### config.mk
export PLATFORM = sky130hd
export DESIGN_NAME = bar_bank
export DESIGN_NICKNAME = d
export VERILOG_FILES = /design/src/rtl/bar_pkg.sv /design/src/rtl/bar_slot.sv /design/src/rtl/bar_scan.sv /design/src/rtl/bar_bank.sv
export SDC_FILE = /design/constraint.sdc
export NUM_CORES = 1
export LEC_CHECK = 0
export CORE_UTILIZATION = 50
export DETAILED_ROUTE_END_ITERATION = 6
export DONT_BUFFER_PORTS = 1
export PLACE_DENSITY = 0.64
export SETUP_SLACK_MARGIN = 0.1
export SLEW_MARGIN = 20
export SYNTH_ARGS = -nofsm -noshare
export SYNTH_HDL_FRONTEND = slang
export SYNTH_SLANG_ARGS = --single-unit
### constraint.sdc
create_clock -name clk -period 3.8 [get_ports clk]
set_clock_uncertainty 0.1 [all_clocks]
set_input_delay 0.76 -clock clk [delete_from_list [all_inputs] [get_ports clk]]
set_output_delay 0.76 -clock clk [all_outputs]
set_load 0.02 [all_outputs]
### src/rtl/bar_pkg.sv
package bar_pkg;

   typedef enum logic [1:0] {
      BAR_OFF   = 2'd0,
      BAR_IO    = 2'd1,
      BAR_MEM32 = 2'd2,
      BAR_MEM24 = 2'd3
   } bar_kind_e;

   // Address alignment mask derived from the configured size
   function automatic logic [31:0] addr_mask(input logic [1:0] kind, input logic [31:0] size);
      logic [31:0] m;
      case (kind)
         BAR_IO:    m = ~(size - 32'd1);
         BAR_MEM32: m = ~((size << 12) - 32'd1);
         default:   m = 32'h0;
      endcase
      return m;
   endfunction

   // Width of the flag field in the low bits
   function automatic logic [31:0] flag_mask(input logic [1:0] kind);
      logic [31:0] m;
      case (kind)
         BAR_IO:    m = 32'h3;
         BAR_MEM32: m = 32'hF;
         default:   m = 32'h0;
      endcase
      return m;
   endfunction

   // Forced flag value for each kind
   function automatic logic [31:0] flag_value(input logic [1:0] kind, input bit pref);
      logic [31:0] v;
      case (kind)
         BAR_IO:    v = 32'h1;
         BAR_MEM32: v = pref ? 32'h8 : 32'h0;
         default:   v = 32'h0;
      endcase
      return v;
   endfunction

   function automatic bit no_default(input logic [1:0] kind, input logic [31:0] dflt);
      bit r;
      case (kind)
         BAR_IO:    r = (dflt[15:0] == 16'hFFFF);
         BAR_MEM32: r = (dflt == 32'hFFFF_FFFF);
         default:   r = 1'b1;
      endcase
      return r;
   endfunction

   function automatic logic [31:0] reset_value(input logic [1:0] kind, input logic [31:0] size,
                                               input logic [31:0] dflt, input bit pref);
      logic [31:0] base;
      logic [31:0] d;
      d    = (kind == BAR_IO) ? {16'h0, dflt[15:0]} : dflt;
      base = no_default(kind, dflt) ? 32'h0 : (d & addr_mask(kind, size) & ~flag_mask(kind));
      return base | flag_value(kind, pref);
   endfunction

   function automatic bit is_pow2(input logic [31:0] v);
      return (v != 32'h0) && ((v & (v - 32'd1)) == 32'h0);
   endfunction

endpackage

### src/rtl/bar_slot.sv
module bar_slot
   import bar_pkg::*;
#(
   parameter logic [1:0]  KIND = 2'd0,
   parameter logic [31:0] SIZE = 32'd0,
   parameter logic [31:0] DFLT = 32'h0,
   parameter bit          PREF = 1'b0
) (
   input  logic        clk,
   input  logic        rst_n,
   input  logic        wr_sel,
   input  logic [1:0]  wr_lane,
   input  logic [7:0]  wr_byte,
   input  logic        commit_en,
   output logic [31:0] val,
   output logic        upd,
   output logic        fire,
   output logic [31:0] new_base
);

   localparam logic [31:0] AMASK = addr_mask(KIND, SIZE);
   localparam logic [31:0] FMASK = flag_mask(KIND);
   localparam logic [31:0] FLAGS = flag_value(KIND, PREF);
   localparam logic [31:0] INIT  = reset_value(KIND, SIZE, DFLT, PREF);

   logic [31:0] commit_val;

   assign commit_val = (val & AMASK & ~FMASK) | FLAGS;
   assign new_base   = commit_val & ~FMASK;
   assign fire       = upd && (KIND != BAR_OFF);

   always_ff @(posedge clk) begin
      if (!rst_n) begin
         val <= INIT;
         upd <= 1'b0;
      end else if (commit_en) begin
         val <= commit_val;
         upd <= 1'b0;
      end else if (wr_sel) begin
         val[{wr_lane, 3'b000} +: 8] <= wr_byte;
         upd <= 1'b1;
      end
   end


   untouched_hold_chk: assert property (@(posedge clk) disable iff (!rst_n)
      (!commit_en && !wr_sel) |=> $stable(val));


   mark_clear_chk: assert property (@(posedge clk) disable iff (!rst_n)
      commit_en |=> !upd);

   generate
      if (KIND == BAR_IO) begin : g_io

         io_flag_chk: assert property (@(posedge clk) disable iff (!rst_n)
            commit_en |=> (val[1:0] == 2'b01));
      end else if (KIND == BAR_MEM32) begin : g_mem

         mem_flag_chk: assert property (@(posedge clk) disable iff (!rst_n)
            commit_en |=> (val[3:0] == FLAGS[3:0]));
      end else begin : g_off

         unused_zero_chk: assert property (@(posedge clk) disable iff (!rst_n)
            commit_en |=> (val == 32'h0));

         unused_quiet_chk: assert property (@(posedge clk) disable iff (!rst_n)
            !fire);
      end
   endgenerate

endmodule

### src/rtl/bar_scan.sv
module bar_scan #(
   parameter int NUM_BARS = 6,
   localparam int IDXW    = $clog2(NUM_BARS)
) (
   input  logic            clk,
   input  logic            rst_n,
   input  logic            start,
   output logic            busy,
   output logic [IDXW-1:0] ptr
);

   localparam logic [IDXW-1:0] LAST = IDXW'(NUM_BARS - 1);

   always_ff @(posedge clk) begin
      if (!rst_n) begin
         busy <= 1'b0;
         ptr  <= '0;
      end else if (busy) begin
         if (ptr == LAST) begin
            busy <= 1'b0;
            ptr  <= '0;
         end else begin
            ptr <= ptr + 1'b1;
         end
      end else if (start) begin
         busy <= 1'b1;
         ptr  <= '0;
      end
   end


   scan_start_chk: assert property (@(posedge clk) disable iff (!rst_n)
      (start && !busy) |=> (busy && ptr == '0));


   scan_end_chk: assert property (@(posedge clk) disable iff (!rst_n)
      (busy && ptr == LAST) |=> !busy);


   scan_step_chk: assert property (@(posedge clk) disable iff (!rst_n)
      (busy && ptr != LAST) |=> (busy && ptr == $past(ptr) + 1'b1));

endmodule

### src/rtl/bar_bank.sv
module bar_bank
   import bar_pkg::*;
#(
   parameter int                      NUM_BARS = 6,
   parameter int                      BASE_OFF = 16,
   // kinds, BAR5..BAR0 : 0 unused, 1 I/O, 2 memory 32-bit, 3 memory 24-bit (rejected)
   parameter logic [NUM_BARS*2-1:0]   BAR_KIND = {2'd0, 2'd2, 2'd1, 2'd0, 2'd2, 2'd1},
   // sizes: ports for I/O, 4 KB pages for memory
   parameter logic [NUM_BARS*32-1:0]  BAR_SIZE = {32'd0, 32'd1, 32'd256, 32'd0, 32'd4, 32'd16},
   parameter logic [NUM_BARS*32-1:0]  BAR_DFLT = {32'h0, 32'hFFFF_FFFF, 32'h0000_FFFF,
                                                 32'h0, 32'hFEB0_0000, 32'h0000_C000},
   // memory BAR without a read handler: prefetchable flag
   parameter logic [NUM_BARS-1:0]     BAR_PREF = 6'b000010,
   localparam int                     IDXW     = $clog2(NUM_BARS)
) (
   input  logic            clk,
   input  logic            rst_n,
   input  logic            cfg_wr_en,
   input  logic [7:0]      cfg_wr_off,
   input  logic [7:0]      cfg_wr_byte,
   input  logic            cfg_wr_done,
   input  logic [7:0]      cfg_rd_off,
   output logic [31:0]     cfg_rd_data,
   output logic            scan_busy,
   output logic            reloc_valid,
   output logic [IDXW-1:0] reloc_idx,
   output logic [31:0]     reloc_base
);

   localparam int WIN_END = BASE_OFF + 4 * NUM_BARS;

   // elaboration checks
   if (NUM_BARS < 1)
      $error("bar_bank: NUM_BARS must be at least one");
   if (WIN_END > 256)
      $error("bar_bank: BAR window exceeds the configuration space");
   if ((BASE_OFF % 4) != 0)
      $error("bar_bank: BASE_OFF must be dword aligned");

   logic [31:0]   slot_val  [NUM_BARS];
   logic [31:0]   slot_base [NUM_BARS];
   logic [NUM_BARS-1:0] slot_upd;
   logic [NUM_BARS-1:0] slot_fire;
   logic [IDXW-1:0] ptr;
   logic            wr_hit;
   logic            rd_hit;
   logic [IDXW+1:0] wrel;
   logic [IDXW+1:0] rrel;
   logic [IDXW-1:0] widx;
   logic [IDXW-1:0] ridx;

   assign wr_hit = cfg_wr_en && !scan_busy
                   && (int'(cfg_wr_off) >= BASE_OFF) && (int'(cfg_wr_off) < WIN_END);
   assign rd_hit = (int'(cfg_rd_off) >= BASE_OFF) && (int'(cfg_rd_off) < WIN_END);
   assign wrel   = (IDXW+2)'(cfg_wr_off - 8'(BASE_OFF));
   assign rrel   = (IDXW+2)'(cfg_rd_off - 8'(BASE_OFF));
   assign widx   = wrel[IDXW+1:2];
   assign ridx   = rrel[IDXW+1:2];

   bar_scan #(.NUM_BARS(NUM_BARS)) u_scan (
      .clk   (clk),
      .rst_n (rst_n),
      .start (cfg_wr_done),
      .busy  (scan_busy),
      .ptr   (ptr)
   );

   for (genvar i = 0; i < NUM_BARS; i++) begin : g_bar
      localparam logic [1:0]  K = BAR_KIND[2*i +: 2];
      localparam logic [31:0] S = BAR_SIZE[32*i +: 32];

      if (K == BAR_MEM24) begin : g_bad24
         $error("bar_bank: 24-bit memory BARs are not supported");
      end
      if (K == BAR_IO && !is_pow2(S)) begin : g_bad_io
         $error("bar_bank: I/O BAR size must be a power of two");
      end
      if (K == BAR_MEM32 && (!is_pow2(S) || S > 32'h0010_0000)) begin : g_bad_mem
         $error("bar_bank: memory BAR page count must be a power of two within 4 GB");
      end

      bar_slot #(
         .KIND (K),
         .SIZE (S),
         .DFLT (BAR_DFLT[32*i +: 32]),
         .PREF (BAR_PREF[i])
      ) u_slot (
         .clk       (clk),
         .rst_n     (rst_n),
         .wr_sel    (wr_hit && (widx == IDXW'(i))),
         .wr_lane   (wrel[1:0]),
         .wr_byte   (cfg_wr_byte),
         .commit_en (scan_busy && (ptr == IDXW'(i))),
         .val       (slot_val[i]),
         .upd       (slot_upd[i]),
         .fire      (slot_fire[i]),
         .new_base  (slot_base[i])
      );
   end

   assign cfg_rd_data = rd_hit ? slot_val[ridx] : 32'h0;

   always_ff @(posedge clk) begin
      if (!rst_n) begin
         reloc_valid <= 1'b0;
         reloc_idx   <= '0;
         reloc_base  <= 32'h0;
      end else begin
         reloc_valid <= scan_busy && slot_fire[ptr];
         reloc_idx   <= ptr;
         reloc_base  <= slot_base[ptr];
      end
   end


   reloc_in_scan_chk: assert property (@(posedge clk) disable iff (!rst_n)
      reloc_valid |-> $past(scan_busy));


   reloc_order_chk: assert property (@(posedge clk) disable iff (!rst_n)
      (reloc_valid && $past(reloc_valid)) |-> (reloc_idx > $past(reloc_idx)));


   marks_clear_chk: assert property (@(posedge clk) disable iff (!rst_n)
      $fell(scan_busy) |-> (slot_upd == '0));


   busy_write_chk: assert property (@(posedge clk) disable iff (!rst_n)
      (scan_busy && cfg_wr_en) |=> !$past(wr_hit));

endmodule

==> impl_metrics.py, run 1 <==
metrics = {
    "global_routing": {
        "grt_pass1_wl_mm": 55.7,
        "grt_pass1_vias": 9810,
        "grt_start_max_net_pins": 235,
        "grt_util_met2": 0.466,
        "grt_util_all_layers": 0.287,
        "grt_use_met3": 0.0561,
        "grt_util_met1": 0.378,
        "grt-ovfl-total": 0,
        "busiest_layer": "met2",
        "antenna_found_initial": 0,
    },
    "synthesis": {
        "yosys_warnings": 0,
        "ys_seq_area_frac": 0.378,
        "netlist_instances": 1341,
        "synthesis.area_um2": 12300,
        "synth-edff-count": 0,
        "synth_ff_type": "dfxtp_1",
        "ys_async_sr_fraction": 0,
        "synth.avg_cell_area_um2": 9.15,
        "ys_ff_latch": 232,
        "yosysUniqueCellTypes": 58,
    },
    "place": {
        "dp.cells": 1564,
        "dp_hpwl_mm": 21.9,
        "port_buffers": 0,
        "place_congestion": 0.809,
        "placed_area_um2": 12400,
    },
    "worst_setup_path": {
        "worstPathCellList": "nor2b_2 > buf_4 > a22oi_1 > a21oi_1",
        "critPathSlowestCell": "a21oi_1",
        "critPathMaxStageDelay_ps": 510,
        "worst_setup_path_end_kind": "output pin",
        "arrival_ps": 2040,
        "cpLargestDelayFamily": "compound AO/OA/AOI/OAI gates",
        "worstSetupPathType": "in2out",
        "worst-path-max-fanout": 32,
        "critPathBufInv": 1,
        "cp.required_ps": 2940,
        "cp-start-kind": "primary input",
    },
    "clock_tree": {
        "root_buffer": "clkbuf_16",
        "cts_tree": "built",
        "postCtsSetupBuffers": 0,
        "numCtsBuffers": 26,
        "holdBufCountCts": 0,
        "cts_resized": 0,
        "htree_levels": 1,
        "cts.sinks": 232,
        "clk_pin_slew_ps": 60,
        "clockBufferDepth": 3,
        "clk_latency_ps": 530,
    },
    "layout": {
        "nets": 1307,
        "stdcell_count": 1611,
        "fin_area_um2": 13300,
        "final_util": 0.558,
        "nFillCells": 2129,
        "regArea_um2": 4650,
        "n_antenna_cell": 0,
        "drive_gt1_frac": 0.152,
        "area_growth_pct": 8.07,
        "multi_input_area_um2": 6920,
    },
    "min_path": {
        "hold_class": "in2reg",
    },
    "power_and_ir_drop": {
        "power_mw": 5.28,
        "vdd_drop_max_mv": 0.316,
        "power_leakage_nw": 4.96,
        "p_per_area_nw_per_um2": 398,
    },
    "run": {
        "cap_violations": 0,
    },
    "die": {
        "io_pins": 97,
        "rows": 56,
        "dieWidth_um": 159,
        "start_util": 0.517,
        "dieArea_um2": 25200,
        "coreArea_um2": 23800,
        "die_y_um": 159,
    },
    "sta": {
        "fin_crit_ps": 2900,
        "setup_viol": 0,
        "tightestPinTransition_ps": 1110,
        "rsz0062_at_grt": "false",
        "hold_viol_final": 0,
        "slew_headroom": 0.258,
        "slew_violations": 0,
        "max_freq_mhz": 345,
        "tns_ps": 0,
        "fin_crit_sh": 0.762,
    },
    "run_status": {
        "status": "complete, no violations",
    },
    "drt": {
        "viasPerCell": 6.35,
        "route.detailed.drc": 0,
        "wl_mm": 35.7,
        "drt_iter0_markers": 979,
        "wl_per_cell_um": 22.1,
        "vias": 10200,
        "drt_pre_antenna_iters": 5,
        "detail-route-antenna-nets": 0,
    },
}
==> synthesized netlist by cell type, drive strengths merged (2+ instances only) <==
cell type | instances | share of area
and4bb | 7 | 0.0071
nor4 | 4 | 0.0020
nor3 | 3 | 0.0012
nand4 | 61 | 0.031
and3 | 5 | 0.0025
and4b | 9 | 0.0073
nor4bb | 20 | 0.016
a311oi | 3 | 0.0021
o31ai | 49 | 0.030
buf | 62 | 0.033
nand2 | 142 | 0.043
a22o | 14 | 0.010
o41ai | 7 | 0.0050
nand3 | 120 | 0.059
nor3b | 4 | 0.0033
and4 | 4 | 0.0029
or3b | 16 | 0.011
a22oi | 36 | 0.022
nand2b | 2 | 0.0010
nor4b | 3 | 0.0051
a31oi | 4 | 0.0020
or4b | 3 | 0.0028
o21ai | 5 | 0.0020
nor2 | 20 | 0.0061
nor2b | 3 | 0.0015
ha | 6 | 0.0061
nand3b | 2 | 0.0012
mux2 | 96 | 0.088
inv | 16 | 0.0049
and2 | 13 | 0.0066
mux2i | 133 | 0.11
o211ai | 7 | 0.0043
clkbuf | 88 | 0.027
nand4bb | 3 | 0.0028
a21oi | 111 | 0.045
dfxtp | 232 | 0.38
o21a | 17 | 0.010
o22ai | 3 | 0.0015
==> registers in the layout, summed over array words and instances, names as in the netlist <==
signal,flops
reloc_idx,3
reloc_valid,1
g_bar.u_slot.val,192
u_scan.busy,1
u_scan.ptr,3
g_bar.u_slot.fire,4
reloc_base,28
==> metal layers <==
layer	routed length [um]	share of wire
met5	0	0
met4	1080	0.030
met3	2710	0.076
met2	16300	0.46
met1	15500	0.44
==> cell usage in the layout, fill, tap and decap left out, types with 4 or more instances in the layout <==
cell and count:
dfxtp_1 230, nand2_1 142, mux2i_1 133, a21oi_1 111, nand3_1 108, mux2_2 71
nand4_1 61, buf_4 50, o31ai_1 49, a22oi_1 36, clkbuf_16 27, mux2_1 25
nor2_1 19, nor4bb_1 18, o21a_1 17, inv_1 15, or3b_1 14, a22o_1 14
and2_1 13, clkbuf_1 11, nand3_4 9, and4b_1 9, and4bb_2 7, o211ai_1 7
o41ai_1 7, ha_1 6, clkbuf_8 6, and3_1 5, nor4_1 4, a31oi_1 4
and4_1 4, conb_1 4
==> logic make-up (layout without fill, tap and decap cells) <==
kind of cell             count (synthesis)  in the layout  synth area share
flip-flops                             232            232             0.378
multiplexers                           229            229             0.197
other                                    1              4          0.000306
buffers and inverters                  167            115            0.0648
AO/OA/AOI/OAI                          260            260             0.138
AND/OR/NAND/NOR                        446            446             0.216
adder cells (fa/ha/maj)                  6              6           0.00612
==> through the flow <==
step | worst slack, ps | hold WS, ps
final | 904 | 257
after global routing | 851 | 239
after CTS | 935 | 232
after detailed placement | 899 | 351
after global placement | 940 | 345
after floorplan | 907 | 335
==> area by class of cell <==
cell class,instances,area share
Clock buffer,44,0.0603
Clock inverter,3,0.00302
Inverter,17,0.00481
Multi-Input combinational cell,945,0.522
Sequential cell,232,0.350
Tap cell,319,0.0301
Timing Repair Buffer,51,0.0298
==> path summary, 6_finish.rpt <==
path / start / to / slack [ps] / cells after the start
max: cfg_rd_off[4] / cfg_rd_data[8] / 900 / 4
min: rst_n / g_bar[1].u_slot.val[30] / 260 / 1
max reg2reg: u_scan.ptr[2] / g_bar[2].u_slot.val[24] / 1320 / 5
min reg2reg: g_bar[3].u_slot.val[7] / g_bar[3].u_slot.val[7] / 360 / 2
==> power by group <==
| part | total [mW] | switching (mW) | internal, mW |
|---|---|---|---|
| sequential | 2.46 | 0.0213 | 2.44 |
| clock | 2.50 | 1.02 | 1.49 |
| combinational | 0.314 | 0.212 | 0.102 |
Power figures use the tool's default switching activity.
==> inputs of run 2 (changes only) <==
--- a/config.mk
+++ b/config.mk
@@ -8,7 +8,7 @@
 export CORE_UTILIZATION = 50
 export DETAILED_ROUTE_END_ITERATION = 6
 export DONT_BUFFER_PORTS = 1
-export PLACE_DENSITY = 0.64
+export PLACE_DENSITY = 0.67
 export SETUP_SLACK_MARGIN = 0.1
 export SLEW_MARGIN = 20
 export SYNTH_ARGS = -nofsm -noshare
==> constraint.sdc (replaced) <==
create_clock -name clk -period 2.4 [get_ports clk]
set_clock_uncertainty 0.1 [all_clocks]
set_input_delay 0.48 -clock clk [delete_from_list [all_inputs] [get_ports clk]]
set_output_delay 0.48 -clock clk [all_outputs]
set_load 0.02 [all_outputs]
==> impl_metrics.py, run 2 (same netlist as run 1, synthesis figures left out) <==
metrics = {
    "die": {
        "start_util": 0.517,
        "dieArea_um2": 25200,
        "dieWidth_um": 159,
        "coreArea_um2": 23800,
        "io_pins": 97,
        "rows": 56,
        "die_y_um": 159,
    },
    "layout": {
        "nets": 1358,
        "drive_gt1_frac": 0.209,
        "largest_reg_flops": 192,
        "n_antenna_cell": 0,
        "nFillCells": 2070,
        "area_growth_pct": 13.3,
        "final_cell_mix": "dfxtp_1, nand2_1, mux2i_1",
        "final_common_cell": "dfxtp_1",
        "largest_register": "g_bar.u_slot.val",
    },
    "place": {
        "port_buffers": 0,
        "place_congestion": 0.807,
        "pre_cts_ws_ps": 121,
        "dp_hpwl_mm": 22.5,
    },
    "clock_tree": {
        "clockBufferDepth": 3,
        "postCtsSetupBuffers": 0,
        "numCtsBuffers": 26,
        "cts.sinks": 232,
        "htree_levels": 1,
        "cts_tree": "built",
        "clk_pin_slew_ps": 60,
        "root_buffer": "clkbuf_16",
        "clk_latency_ps": 530,
    },
    "global_routing": {
        "grt_use_met3": 0.0517,
        "grt_start_max_net_pins": 224,
        "antenna_found_initial": 0,
        "grt_pass1_wl_mm": 56.9,
        "grt_pass1_vias": 10000,
        "grt_util_met1": 0.387,
        "busiest_layer": "met2",
        "grt-ovfl-total": 0,
        "grt_util_all_layers": 0.292,
        "grt_util_met2": 0.473,
    },
    "worst_setup_path": {
        "cp.required_ps": 1820,
        "worstSetupPathType": "reg2out",
        "worstPathCellList": "mux2_2 > a22oi_1 > a21oi_2 > buf_4",
        "cp-start-kind": "register",
        "critPathBufInv": 1,
        "crit_cells": 4,
        "critPathSlowestCell": "dfxtp_1",
        "cp-endpoint": "cfg_rd_data[17]",
        "reg2reg_from": "u_scan.busy",
        "r2r-end": "g_bar[2].u_slot.val[8]",
        "arrival_ps": 1680,
        "cpLargestDelayFamily": "compound AO/OA/AOI/OAI gates",
        "critPathMaxStageDelay_ps": 320,
        "r2r_cells": 5,
        "worst-path-max-fanout": 3,
        "critPathLaunch": "g_bar[0].u_slot.val[17]",
        "worst_setup_path_end_kind": "output pin",
        "rrSetupSlack_ps": 340,
    },
    "power_and_ir_drop": {
        "power_mw": 8.62,
        "combinationalPowerShare": 0.066,
        "p_int_mw": 6.62,
        "p_per_area_nw_per_um2": 620,
        "power_leakage_nw": 5.29,
        "vdd_drop_max_mv": 0.489,
        "p_sw_frac": 0.233,
        "p_switching_mw": 2.01,
        "seq_power_share": 0.452,
        "pwr-share-clk": 0.483,
    },
    "sta": {
        "slew_violations": 0,
        "tns_ps": 0,
        "slew_headroom": 0.491,
        "fin_crit_sh": 0.940,
        "tightestPinTransition_ps": 764,
        "setup_viol": 0,
        "rsz0062_at_grt": "false",
        "setup_ws_ps": 144,
        "hold_viol_final": 0,
        "max_freq_mhz": 443,
        "fin_crit_ps": 2260,
    },
    "drt": {
        "wl_mm": 36.5,
        "wl_per_cell_um": 22.0,
        "drt_iter0_markers": 944,
        "drt_pre_antenna_iters": 7,
        "viasPerCell": 6.36,
        "detail-route-antenna-nets": 0,
        "route.detailed.drc": 0,
        "vias": 10600,
    },
    "run": {
        "cap_violations": 0,
    },
    "min_path": {
        "worstHoldPathCells": 2,
        "hold_class": "in2reg",
    },
    "run_status": {
        "status": "complete, no violations",
    },
}
-- run 2: changes by cell type in the layout (fill, tap and decap cells not counted), sizes merged --
cell and change:
buf +50, clkbuf -6, bufinv +2, clkinv +2
dlygate4sd3 +1
-- run 2: final cells by class --
cell class              instances  area (um^2)  area share
well taps                     319          399      0.0287
multi-input cells             945         7040       0.506
flip-flops and latches        232         4650       0.334
repair buffers                102          868      0.0624
clock buffers                  38          777      0.0559
inverters                      17         63.8     0.00459
clock inverters                 7          114     0.00819
-- run 2: worst reg2reg max path, cell delays in order (launching register included) --
cell and delay [ps]:
dfxtp_1 540, buf_4 280, nand4bb_4 450, buf_4 380, nand3_1 100, mux2i_1 80
-- run 2: worst min-delay path by stage --
stage / from / end / slack [ps]
5_1_grt: rst_n / reloc_base[18] / 6
3_3_place_gp: g_bar[3].u_slot.val[3] / g_bar[3].u_slot.val[3] / 350
4_1_cts: rst_n / g_bar[0].u_slot.val[30] / 5
2_1_floorplan: g_bar[3].u_slot.val[1] / g_bar[3].u_slot.val[1] / 330
6_report: rst_n / g_bar[0].u_slot.val[30] / 10
3_5_place_dp: g_bar[3].u_slot.val[4] / g_bar[3].u_slot.val[4] / 350
-- run 2: layer usage --
layer	share of wire	routed length (um)
met5	0	0
met4	0.033	1210
met3	0.073	2680
met2	0.46	16900
met1	0.43	15700
-- run 2: power groups by stage --
| stage | Sequential [mW] | Clock (mW) | Combinational [mW] |
|---|---|---|---|
| floorplan | 3.97 | 0 | 0.461 |
| global placement | 3.98 | 0 | 0.540 |
| detailed placement | 3.98 | 0 | 0.544 |
| CTS | 3.89 | 4.20 | 0.552 |
| global route | 3.90 | 4.35 | 0.594 |
| finish | 3.89 | 4.16 | 0.565 |
-- run 2: timing repair --
item / 4_1_cts / 5_1_grt
gates resized for setup: 0 / 1
setup endpoints to repair: 0 / 1
hold buffers: 1 / 0
endpoints found under the hold margin: 12 / 0
-- run 2: metrics by stage --
step	util	instance area [um^2]	hold slack [ps]	instances
detailed placement	0.547	13000	352	1614
finish	0.585	13900	10.6	1660
global route	0.585	13900	6.10	1660
global placement	0.547	13000	348	1614
floorplan	-	12400	335	1344
CTS	0.585	13900	5.30	1660
